**config.mk**
```make
export PLATFORM = sky130hd
export DESIGN_NAME = icap_unit
export DESIGN_NICKNAME = d
export VERILOG_FILES = /design/src/rtl/icap_pkg.sv /design/src/rtl/icap_edge.sv /design/src/rtl/icap_store.sv /design/src/rtl/icap_rdpath.sv /design/src/rtl/icap_unit.sv
export SDC_FILE = /design/constraint.sdc
export NUM_CORES = 1
export LEC_CHECK = 0
export BUFFER_PORTS_ARGS = -buffer_cell sky130_fd_sc_hd__buf_2
export CORE_MARGIN = 3
export CORE_UTILIZATION = 35
export DETAILED_ROUTE_END_ITERATION = 6
export PLACE_DENSITY_LB_ADDON = 0.2
export RECOVER_POWER = 50
export SYNTH_ARGS = -nofsm -noshare
export SYNTH_HDL_FRONTEND = slang
export SYNTH_SLANG_ARGS = --single-unit
```
**constraint.sdc**
```tcl
create_clock -name clk -period 1.4 [get_ports clk]
set_input_delay 0.07 -clock clk [delete_from_list [all_inputs] [get_ports clk]]
set_output_delay 0.07 -clock clk [all_outputs]
set_load 0.01 [all_outputs]
```
**src/rtl/icap_pkg.sv**
```systemverilog
package icap_pkg;
  localparam int unsigned CAP_W = 12;
  localparam int unsigned BUS_W = 8;
  localparam int unsigned HI_W  = CAP_W - BUS_W;

  typedef enum logic { SRC_PIN = 1'b0, SRC_CMP = 1'b1 } src_e;

  // edge qualifier: rising when rise=1, falling otherwise
  function automatic logic edge_hit(input logic cur, input logic prev, input logic rise);
    return rise ? (cur & ~prev) : (~cur & prev);
  endfunction

  // high-byte image: flag on top, zero padding, upper capture bits at the bottom
  function automatic logic [BUS_W-1:0] pack_hi(input logic flag, input logic [HI_W-1:0] hi);
    logic [BUS_W-1:0] r;
    r = '0;
    r[BUS_W-1] = flag;
    r[HI_W-1:0] = hi;
    return r;
  endfunction
endpackage

```
**src/rtl/icap_edge.sv**
```systemverilog
module icap_edge #(
  parameter int unsigned STAGES = 2
) (
  input  logic clk,
  input  logic rst_n,
  input  logic pin_i,
  input  logic cmp_i,
  input  logic src_sel_i,
  input  logic rise_i,
  output logic edge_o
);
  import icap_pkg::*;

  logic          src;
  logic [STAGES:0] sh_q;

  assign src = (src_e'(src_sel_i) == SRC_CMP) ? cmp_i : pin_i;

  always_ff @(posedge clk or negedge rst_n) begin
    if (!rst_n) sh_q <= '0;
    else        sh_q <= {sh_q[STAGES-1:0], src};
  end

  // sh_q[STAGES-1] is the last synchronized sample, sh_q[STAGES] its predecessor
  assign edge_o = edge_hit(sh_q[STAGES-1], sh_q[STAGES], rise_i);
endmodule

```
**src/rtl/icap_store.sv**
```systemverilog
module icap_store
  import icap_pkg::*;
(
  input  logic             clk,
  input  logic             rst_n,
  input  logic             hw_evt,
  input  logic             sw_trig,
  input  logic [CAP_W-1:0] cnt_i,
  output logic [CAP_W-1:0] cap_q,
  output logic             flag_q,
  output logic             done_o
);
  logic take;
  assign take = hw_evt | sw_trig;

  always_ff @(posedge clk or negedge rst_n) begin
    if (!rst_n) begin
      cap_q  <= '0;
      flag_q <= 1'b0;
      done_o <= 1'b0;
    end else begin
      done_o <= take;
      if (take) begin
        cap_q  <= cnt_i;
        flag_q <= sw_trig;   // software wins a tie
      end
    end
  end
endmodule

```
**src/rtl/icap_rdpath.sv**
```systemverilog
module icap_rdpath
  import icap_pkg::*;
(
  input  logic             clk,
  input  logic             rst_n,
  input  logic             rd_i,
  input  logic             addr_i,
  input  logic [CAP_W-1:0] cap_q,
  input  logic             flag_q,
  output logic [BUS_W-1:0] temp_q,
  output logic [BUS_W-1:0] rdata_o
);
  logic lo_rd;
  assign lo_rd = rd_i & ~addr_i;

  always_ff @(posedge clk or negedge rst_n) begin
    if (!rst_n)     temp_q <= '0;
    else if (lo_rd) temp_q <= pack_hi(flag_q, cap_q[CAP_W-1:BUS_W]);
  end

  assign rdata_o = addr_i ? temp_q : cap_q[BUS_W-1:0];
endmodule

```
**src/rtl/icap_unit.sv**
```systemverilog
module icap_unit
  import icap_pkg::*;
#(
  parameter int unsigned SYNC_STAGES = 2
) (
  input  logic             clk,
  input  logic             rst_n,
  input  logic [CAP_W-1:0] cnt_i,
  input  logic             pin_i,
  input  logic             cmp_i,
  input  logic             cap_en_i,
  input  logic             src_sel_i,
  input  logic             edge_rise_i,
  input  logic             bus_addr_i,
  input  logic             bus_rd_i,
  input  logic             bus_wr_i,
  input  logic [BUS_W-1:0] bus_wdata_i,
  output logic [BUS_W-1:0] bus_rdata_o,
  output logic             cap_done_o
);
  logic             edge_s;
  logic             hw_evt;
  logic             sw_trig;
  logic [CAP_W-1:0] cap_q;
  logic             flag_q;
  logic [BUS_W-1:0] temp_q;
  logic             wdata_unused;

  assign wdata_unused = ^bus_wdata_i[BUS_W-2:0];

  icap_edge #(.STAGES(SYNC_STAGES)) u_edge (
    .clk(clk), .rst_n(rst_n), .pin_i(pin_i), .cmp_i(cmp_i),
    .src_sel_i(src_sel_i), .rise_i(edge_rise_i), .edge_o(edge_s)
  );

  assign hw_evt  = cap_en_i & edge_s;
  assign sw_trig = bus_wr_i & bus_addr_i & bus_wdata_i[BUS_W-1];

  icap_store u_store (
    .clk(clk), .rst_n(rst_n), .hw_evt(hw_evt), .sw_trig(sw_trig),
    .cnt_i(cnt_i), .cap_q(cap_q), .flag_q(flag_q), .done_o(cap_done_o)
  );

  icap_rdpath u_rd (
    .clk(clk), .rst_n(rst_n), .rd_i(bus_rd_i), .addr_i(bus_addr_i),
    .cap_q(cap_q), .flag_q(flag_q), .temp_q(temp_q), .rdata_o(bus_rdata_o)
  );
endmodule


```
==> results of run 1 <==
-- state kept, by name, summed over array words and instances, names as in the netlist --
signal and count:
u_store.cap_q 12, u_rd.temp_q 5, u_edge.sh_q 3, u_store.done_o 1, u_store.flag_q 1
-- final timing paths --
check | slack [ps] | start | end
setup / recovery | 60 | pin_i | u_edge.sh_q[0]
hold / removal | 10 | cnt_i[2] | u_store.cap_q[2]
setup reg to reg | 60 | u_edge.sh_q[1] | u_store.cap_q[1]
hold reg to reg | 370 | u_edge.sh_q[0] | u_edge.sh_q[1]
max in group asynchronous | 780 | rst_n | u_store.done_o
min in group asynchronous | 270 | rst_n | u_store.cap_q[7]
-- per-layer routing --
metal / part of all wire / track usage / vias to the layer above
met3: 0.054 / 0.0285 / 2
met2: 0.48 / 0.192 / 19
li1: - / - / 300
met4: 0.0077 / 0.0485 / 0
met5: 0 / 0 / -
met1: 0.45 / 0.174 / 313
-- power by group --
| group | switching, mW | leakage, nW | internal, mW |
|---|---|---|---|
| sequential | 0.0691 | 0.259 | 0.773 |
| combinational | 0.156 | 0.371 | 0.280 |
| clock | 0.176 | 0.0138 | 0.100 |
| total | 0.400 | 0.644 | 1.15 |
-- critical path, stage by stage --
cell,delay [ps]
dlygate4sd3_1,530
buf_2,120
mux2_2,240
dlygate4sd3_1,560
-- through the flow --
step | setup WS, ps | utilization | total power, mW
2_1_floorplan | 105 | - | 1.12
3_3_place_gp | 23.7 | 0.446 | 1.24
3_5_place_dp | -16.1 | 0.446 | 1.26
4_1_cts | 15.9 | 0.513 | 1.57
5_1_grt | 4.05 | 0.520 | 1.66
6_report | 61.2 | 0.520 | 1.55
-- layout by cell type, fill, tap and decap left out --
cell and n:
nand2_1 1, mux2_2 14, dlygate4sd3_1 13, dfrtp_1 22
buf_4 1, nand3_4 3, clkbuf_2 1, nand4b_4 1
nand4bb_4 1, nand3_1 1, nor2b_2 1, mux2_4 9
buf_2 30, clkbuf_4 3, nor2b_1 3
-- layout make-up --
class                           count  share of cell area
Multi-Input combinational cell     34               0.324
Sequential cell                    22               0.412
Tap cell                           30              0.0281
Clock buffer                        3              0.0169
Timing Repair Buffer               45               0.219
-- kinds of logic (layout without fill, tap and decap cells) --
group                  after synthesis  count (layout)  synth area share
AND/OR/NAND/NOR                     10              11             0.105
multiplexers                        23              23             0.300
flip-flops                          22              22             0.563
buffers and inverters                2              48            0.0320
-- timing repair --
| item | CTS | global route |
|---|---|---|
| hold buffers | 11 | 2 |
| gates cloned | 1 | 0 |
| setup endpoints to repair | 4 | 3 |
| endpoints found under the hold margin | 32 | 1 |
| gates resized for setup | 3 | 0 |
| pin swaps | 1 | 1 |
==> run_results.csv, run 1 <==
group,metric,value,unit
status,status,"finished clean",
cells_and_area,diodes,0,
clock_tree,clkLatencyLatePin,290,ps
timing,clock_skew,1.08,ps
die,die_h,58.8,um
detailed_routing,drt-total-wl,1.95,mm
clock_tree,cts_tree,"built",
die,start_util,0.381,
setup_path,worstPathMaxFanout,1,
cells_and_area,final_cells,134,
die,die_w,58.8,um
placed_design,io_buffers,31,
timing,worstMarginPinSlew,534,ps
timing,slew_headroom,0.644,
yosys,ys_seq_area_frac,0.563,
setup_path,arrival,1530,ps
die,coreArea,2570,um^2
detailed_routing,vias,634,
die,die_area,3460,um^2
cells_and_area,fillers,244,
yosys,synth_commonest_cells,"dfrtp_1 (22), mux2_2 (14), mux2_4 (9)",
detailed_routing,via_per_inst,4.73,
timing,whs,9.94,ps
yosys,syn_nets,87,
yosys,synthCells,57,
worst_hold_path,hold_class,"input port to flip-flop",
timing,setup_tns,0,ps
detailed_routing,drc,0,
clock_tree,cts_sinks,22,
global_route,grt_max_degree,23,
timing,setup_viol,0,
yosys,ys.flop_type,"dfrtp_1",
cells_and_area,seq_area,551,um^2
placed_design,dpl.hpwl,1.28,mm
setup_path,cp.required,1590,ps
run,drv_cap,0,
detailed_routing,firstDrtPassIters,2,
global_route,grt_pass1_vias,638,
detailed_routing,routedWlPerCell,14.5,um
placed_design,placed_cells,117,
clock_tree,clock_path_buffers,2,
setup_path,startpoint_type,"input port",
yosys,ys_top_cells_by_area,"dfrtp_1 (56%), mux2_2 (16%), mux2_4 (14%)",
clock_tree,root_buffer,"clkbuf_4",
pwr,ir_drop,0.000622,V
timing,finalMaxSlewViolations,0,
cells_and_area,layout-drive-gt1-share,0.615,
timing,fmax,747,MHz
cells_and_area,nets,136,
yosys,synth_cell_type_count,12,
pwr,leakage,0.644,nW
setup_path,path_class,"input port to flip-flop",
timing,period_share,0.956,
cells_and_area,area_growth,36.7,%
global_route,antenna_found_initial,0,
global_route,grt_first_pass_wirelength,3.15,mm
yosys,synth_edf_count,0,
yosys,async_reset_ff_frac,1.00,
yosys,yosysTopAreaCellShare,0.563,
clock_tree,post_cts_buffers,0,
placed_design,gp_congestion,0.633,
placed_design,placedInstanceArea,1150,um^2
clock_tree,cts-buffers-inserted,3,
clock_tree,path_clk_slew,110,ps
detailed_routing,drtIter0Drc,9,
cells_and_area,stdcell_area,1340,um^2
clock_tree,cts.htree.levels,1,
timing,min_period,1340,ps
setup_path,reg2reg_depth,3,
cells_and_area,multi_input_area,433,um^2
die,ios,39,
setup_path,crit_path_end_kind,"flip-flop",
worst_hold_path,whs_path_depth,2,
yosys,yosysTopAreaCell,"dfrtp_1",
die,row_count,18,
global_route,grt.total_usage,0.126,
detailed_routing,antenna_left,0,
timing,rsz0062_at_grt,"no",
yosys,synth_area_per_cell,17.1,um^2
global_route,grt.overflow.total,0,
yosys,synth.cell_area,977,um^2
pwr,powerDensity,1160,nW/um^2
yosys,yosysMostFrequentCell,"dfrtp_1",
yosys,synth_seq_cells,22,
yosys,ys_warn_count,0,
timing,finalHoldViolCount,0,
Note: power is estimated with default switching activity, not from simulation.
==> run 2: changes to the inputs <==
CAP_MARGIN = 0   (was default)
CELL_PAD_IN_SITES_DETAIL_PLACEMENT = 1   (was default)
CELL_PAD_IN_SITES_GLOBAL_PLACEMENT = 1   (was default)
==> run_results.csv, run 2 (synthesis results as in run 1) <==
group,metric,value,unit
die,ios,39,
cells_and_area,diodes,0,
setup_path,arrival,1520,ps
timing,clock_skew,1.58,ps
detailed_routing,vias,640,
pwr,ir_drop,0.000605,V
clock_tree,cts-buffers-inserted,3,
die,coreArea,2570,um^2
clock_tree,cts_sinks,22,
cells_and_area,max_flop_register,"u_store.cap_q",
die,die_area,3460,um^2
detailed_routing,routedWlPerCell,14.9,um
pwr,finalPower,1.56,mW
worst_hold_path,whs_path_depth,3,
pwr,leakage,0.652,nW
timing,rsz0062_at_grt,"no",
clock_tree,root_buffer,"clkbuf_4",
detailed_routing,drt-total-wl,2.02,mm
setup_path,path_class,"flip-flop to flip-flop",
detailed_routing,via_per_inst,4.71,
detailed_routing,firstDrtPassIters,2,
placed_design,placedInstanceArea,1150,um^2
die,die_w,58.8,um
timing,finalMaxSlewViolations,0,
global_route,grt.total_usage,0.129,
setup_path,crit_path_end_kind,"flip-flop",
worst_hold_path,hp-start,"bus_wr_i",
setup_path,startpoint_type,"flip-flop",
detailed_routing,drtIter0Drc,4,
setup_path,reg2reg_to,"u_store.cap_q[0]",
clock_tree,path_clk_slew,110,ps
global_route,grt_first_pass_wirelength,3.35,mm
setup_path,cp.required,1590,ps
global_route,grt.overflow.total,0,
cells_and_area,layout_common_cells,"buf_2 (30), dfrtp_1 (22), dlygate4sd3_1 (15)",
timing,setup_tns,0,ps
cells_and_area,nets,138,
cells_and_area,stdcell_area,1360,um^2
placed_design,io_buffers,31,
timing,min_period,1330,ps
clock_tree,cts_tree,"built",
cells_and_area,final_cells,136,
timing,finalHoldViolCount,0,
die,start_util,0.381,
worst_hold_path,hold_class,"input port to flip-flop",
setup_path,r2r_slack,70,ps
detailed_routing,antenna_left,0,
clock_tree,clkLatencyLatePin,290,ps
timing,final.setup.worst_slack,71.2,ps
placed_design,place_ws,-8.39,ps
cells_and_area,area_growth,38.8,%
status,status,"finished clean",
timing,setup_viol,0,
cells_and_area,layout-drive-gt1-share,0.604,
global_route,grt_pass1_vias,728,
clock_tree,clock_path_buffers,2,
cells_and_area,largest_reg_flops,12,
setup_path,reg2reg_depth,3,
cells_and_area,top_regs,"u_store.cap_q x12, u_rd.temp_q x5, u_edge.sh_q x3",
placed_design,placed_cells,117,
global_route,grt_max_degree,23,
cells_and_area,final_common_cell,"buf_2",
die,die_h,58.8,um
global_route,antenna_found_initial,0,
timing,whs,74.1,ps
placed_design,dpl.hpwl,1.30,mm
timing,slew_headroom,0.644,
cells_and_area,fin_util,0.528,
pwr,powerDensity,1150,nW/um^2
timing,worstMarginPinSlew,534,ps
setup_path,worstPathMaxFanout,7,
run,drv_cap,0,
placed_design,gp_congestion,0.648,
timing,fmax,753,MHz
timing,period_share,0.949,
clock_tree,cts.htree.levels,1,
detailed_routing,drc,0,
die,row_count,18,
worst_hold_path,min_to,"u_store.flag_q",
setup_path,rr_startpoint,"u_edge.sh_q[1]",
[run 2: final cells by class]
| type | count | area (um^2) |
|---|---|---|
| multi-input cells | 34 | 433 |
| flip-flops and latches | 22 | 551 |
| clock buffers | 3 | 22.5 |
| repair buffers | 47 | 313 |
| fillers | 267 | 1210 |
| well taps | 30 | 37.5 |
[run 2: critical path: stages (launching register included)]
cell       delay (ps)
dfrtp_1           440
nand4bb_4         260
nand3_4           170
mux2_2            350
[run 2: per-layer routing]
layer | GRT usage | vias up | part of all wire
li1 | - | 307 | -
met1 | 0.158 | 316 | 0.41
met2 | 0.224 | 15 | 0.53
met3 | 0.0329 | 2 | 0.048
met4 | 0.0388 | 0 | 0.0074
met5 | 0 | - | 0
[run 2: power breakdown]
| part | total, mW | switching (mW) | leakage, nW | internal, mW |
|---|---|---|---|---|
| Clock | 0.272 | 0.172 | 0.0138 | 0.100 |
| Sequential | 0.844 | 0.0704 | 0.259 | 0.773 |
| Combinational | 0.445 | 0.161 | 0.380 | 0.284 |
| Total | 1.56 | 0.403 | 0.652 | 1.16 |
[run 2: worst max-delay path by stage]
stage | slack (ps) | cells after the start | from | end
floorplan | 110 | 4 | u_edge.sh_q[1] | u_store.cap_q[10]
CTS | 20 | 3 | u_edge.sh_q[1] | u_store.cap_q[2]
finish | 70 | 3 | u_edge.sh_q[1] | u_store.cap_q[0]
global placement | 20 | 3 | u_edge.sh_q[1] | u_store.cap_q[1]
detailed placement | -8 | 3 | u_edge.sh_q[1] | u_store.cap_q[2]
global route | 6 | 3 | u_edge.sh_q[1] | u_store.cap_q[0]
[run 2: repair_timing]
action / CTS / global route
buffers inserted: 0 / 0
pin swaps: 1 / 1
endpoints found under the setup margin: 3 / 3
hold buffers: 13 / 2
endpoints found under the hold margin: 33 / 2
gates resized for setup: 3 / 0
cloned: 1 / 0
==> run 3: changes to the inputs <==
REMOVE_ABC_BUFFERS = 1   (was default)
==> run_results.csv, run 3 (synthesis results as in run 1) <==
group,metric,value,unit
status,status,"finished clean",
die,start_util,0.381,
clock_tree,cts-buffers-inserted,3,
timing,setup_viol,0,
setup_path,crit_path_end_kind,"flip-flop",
placed_design,placed_cells,117,
detailed_routing,drt-total-wl,2.12,mm
run,drv_cap,0,
detailed_routing,firstDrtPassIters,3,
detailed_routing,routedWlPerCell,15.3,um
timing,clock_skew,4.93,ps
cells_and_area,top_regs,"u_store.cap_q x12, u_rd.temp_q x5, u_edge.sh_q x3",
worst_hold_path,hold_class,"input port to flip-flop",
timing,period_share,0.961,
timing,fmax,743,MHz
timing,min_period,1350,ps
timing,rsz0062_at_grt,"no",
global_route,grt_pass1_vias,732,
clock_tree,cts_sinks,22,
clock_tree,cts.htree.levels,1,
pwr,leakage,0.665,nW
timing,slew_headroom,0.628,
global_route,grt.total_usage,0.140,
timing,worstMarginPinSlew,558,ps
cells_and_area,area_growth,40.7,%
clock_tree,clkLatencyLatePin,310,ps
timing,finalMaxSlewViolations,0,
setup_path,startpoint_type,"input port",
clock_tree,clock_path_buffers,2,
setup_path,path_class,"input port to flip-flop",
setup_path,cp.required,1600,ps
clock_tree,root_buffer,"clkbuf_4",
global_route,antenna_found_initial,0,
die,ios,39,
timing,finalHoldViolCount,0,
cells_and_area,largest_reg_flops,12,
detailed_routing,drc,0,
cells_and_area,diodes,0,
placed_design,placedInstanceArea,1150,um^2
detailed_routing,drtIter0Drc,8,
placed_design,io_buffers,31,
clock_tree,cts_tree,"built",
cells_and_area,final_cells,138,
global_route,grt_first_pass_wirelength,3.52,mm
die,die_w,58.8,um
global_route,grt_max_degree,23,
detailed_routing,via_per_inst,4.72,
pwr,ir_drop,0.000672,V
setup_path,worstPathMaxFanout,1,
cells_and_area,layout_common_cells,"buf_2 (30), dfrtp_1 (22), mux2_2 (14), dlygate4sd3_1 (14), mux2_4 (9)",
cells_and_area,stdcell_area,1380,um^2
detailed_routing,vias,651,
cells_and_area,layout-drive-gt1-share,0.620,
cells_and_area,final_common_cell,"buf_2",
setup_path,arrival,1540,ps
die,row_count,18,
cells_and_area,nets,139,
pwr,powerDensity,1190,nW/um^2
global_route,grt.overflow.total,0,
detailed_routing,antenna_left,0,
die,die_area,3460,um^2
clock_tree,path_clk_slew,120,ps
die,coreArea,2570,um^2
placed_design,gp_congestion,0.699,
placed_design,dpl.hpwl,1.37,mm
cells_and_area,max_flop_register,"u_store.cap_q",
die,die_h,58.8,um
## run 3: cell types whose count changed in the layout (fill, tap and decap cells not counted), sizes merged
| cell | change |
|---|---|
| clkbuf | +2 |
| buf | +1 |
| dlygate4sd3 | -1 |
## run 3: layout make-up
class / count / area, um^2
repair buffers: 48 / 318
fillers: 260 / 1190
clock buffers: 4 / 36.3
multi-input cells: 34 / 433
well taps: 30 / 37.5
flip-flops and latches: 22 / 551
## run 3: where the power goes
part	leakage (nW)	internal, mW	switching, mW
Combinational	0.385	0.287	0.163
Clock	0.0210	0.159	0.191
Sequential	0.259	0.773	0.0693
Total	0.665	1.22	0.424
## run 3: worst max-delay path: stages
cell and delay, ps:
dlygate4sd3_1 550, buf_2 120, mux2_2 250, dlygate4sd3_1 560
## run 3: stage by stage
step	hold WS, ps	setup TNS [ps]	util	worst slack, ps	power [mW]
2_1_floorplan	-226	0	-	105	1.10
3_3_place_gp	61.6	0	0.446	24.2	1.24
3_5_place_dp	67.0	-11.0	0.446	-11.0	1.26
4_1_cts	9.66	0	0.536	52.4	1.66
5_1_grt	0.241	0	0.536	6.59	1.75
6_report	11.1	0	0.536	53.9	1.64
## run 3: worst paths after layout
check / startpoint / end / slack (ps) / cells past startpoint
worst max-delay path: pin_i / u_edge.sh_q[0] / 50 / 4
worst min-delay path: cnt_i[2] / u_store.cap_q[2] / 10 / 2
worst max register to register: u_edge.sh_q[2] / u_store.cap_q[2] / 80 / 3
worst min register to register: u_edge.sh_q[0] / u_edge.sh_q[1] / 370 / 0
max in group asynchronous: rst_n / u_store.cap_q[6] / 750 / 2
min in group asynchronous: rst_n / u_store.cap_q[7] / 280 / 2
## run 3: per-layer routing
layer	track usage	routed length, um	vias to the layer above
li1	-	-	312
met1	0.171	904	314
met2	0.240	1050	21
met3	0.0263	126	4
met4	0.0583	32	0
met5	0	0	-
## run 3: timing repair
action,CTS,global route
hold buffers,14,0
pin swaps,1,1
cloned,1,0
hold endpoints to repair,34,0
endpoints found under the setup margin,3,1
gates resized for setup,3,0
buffers inserted,2,0
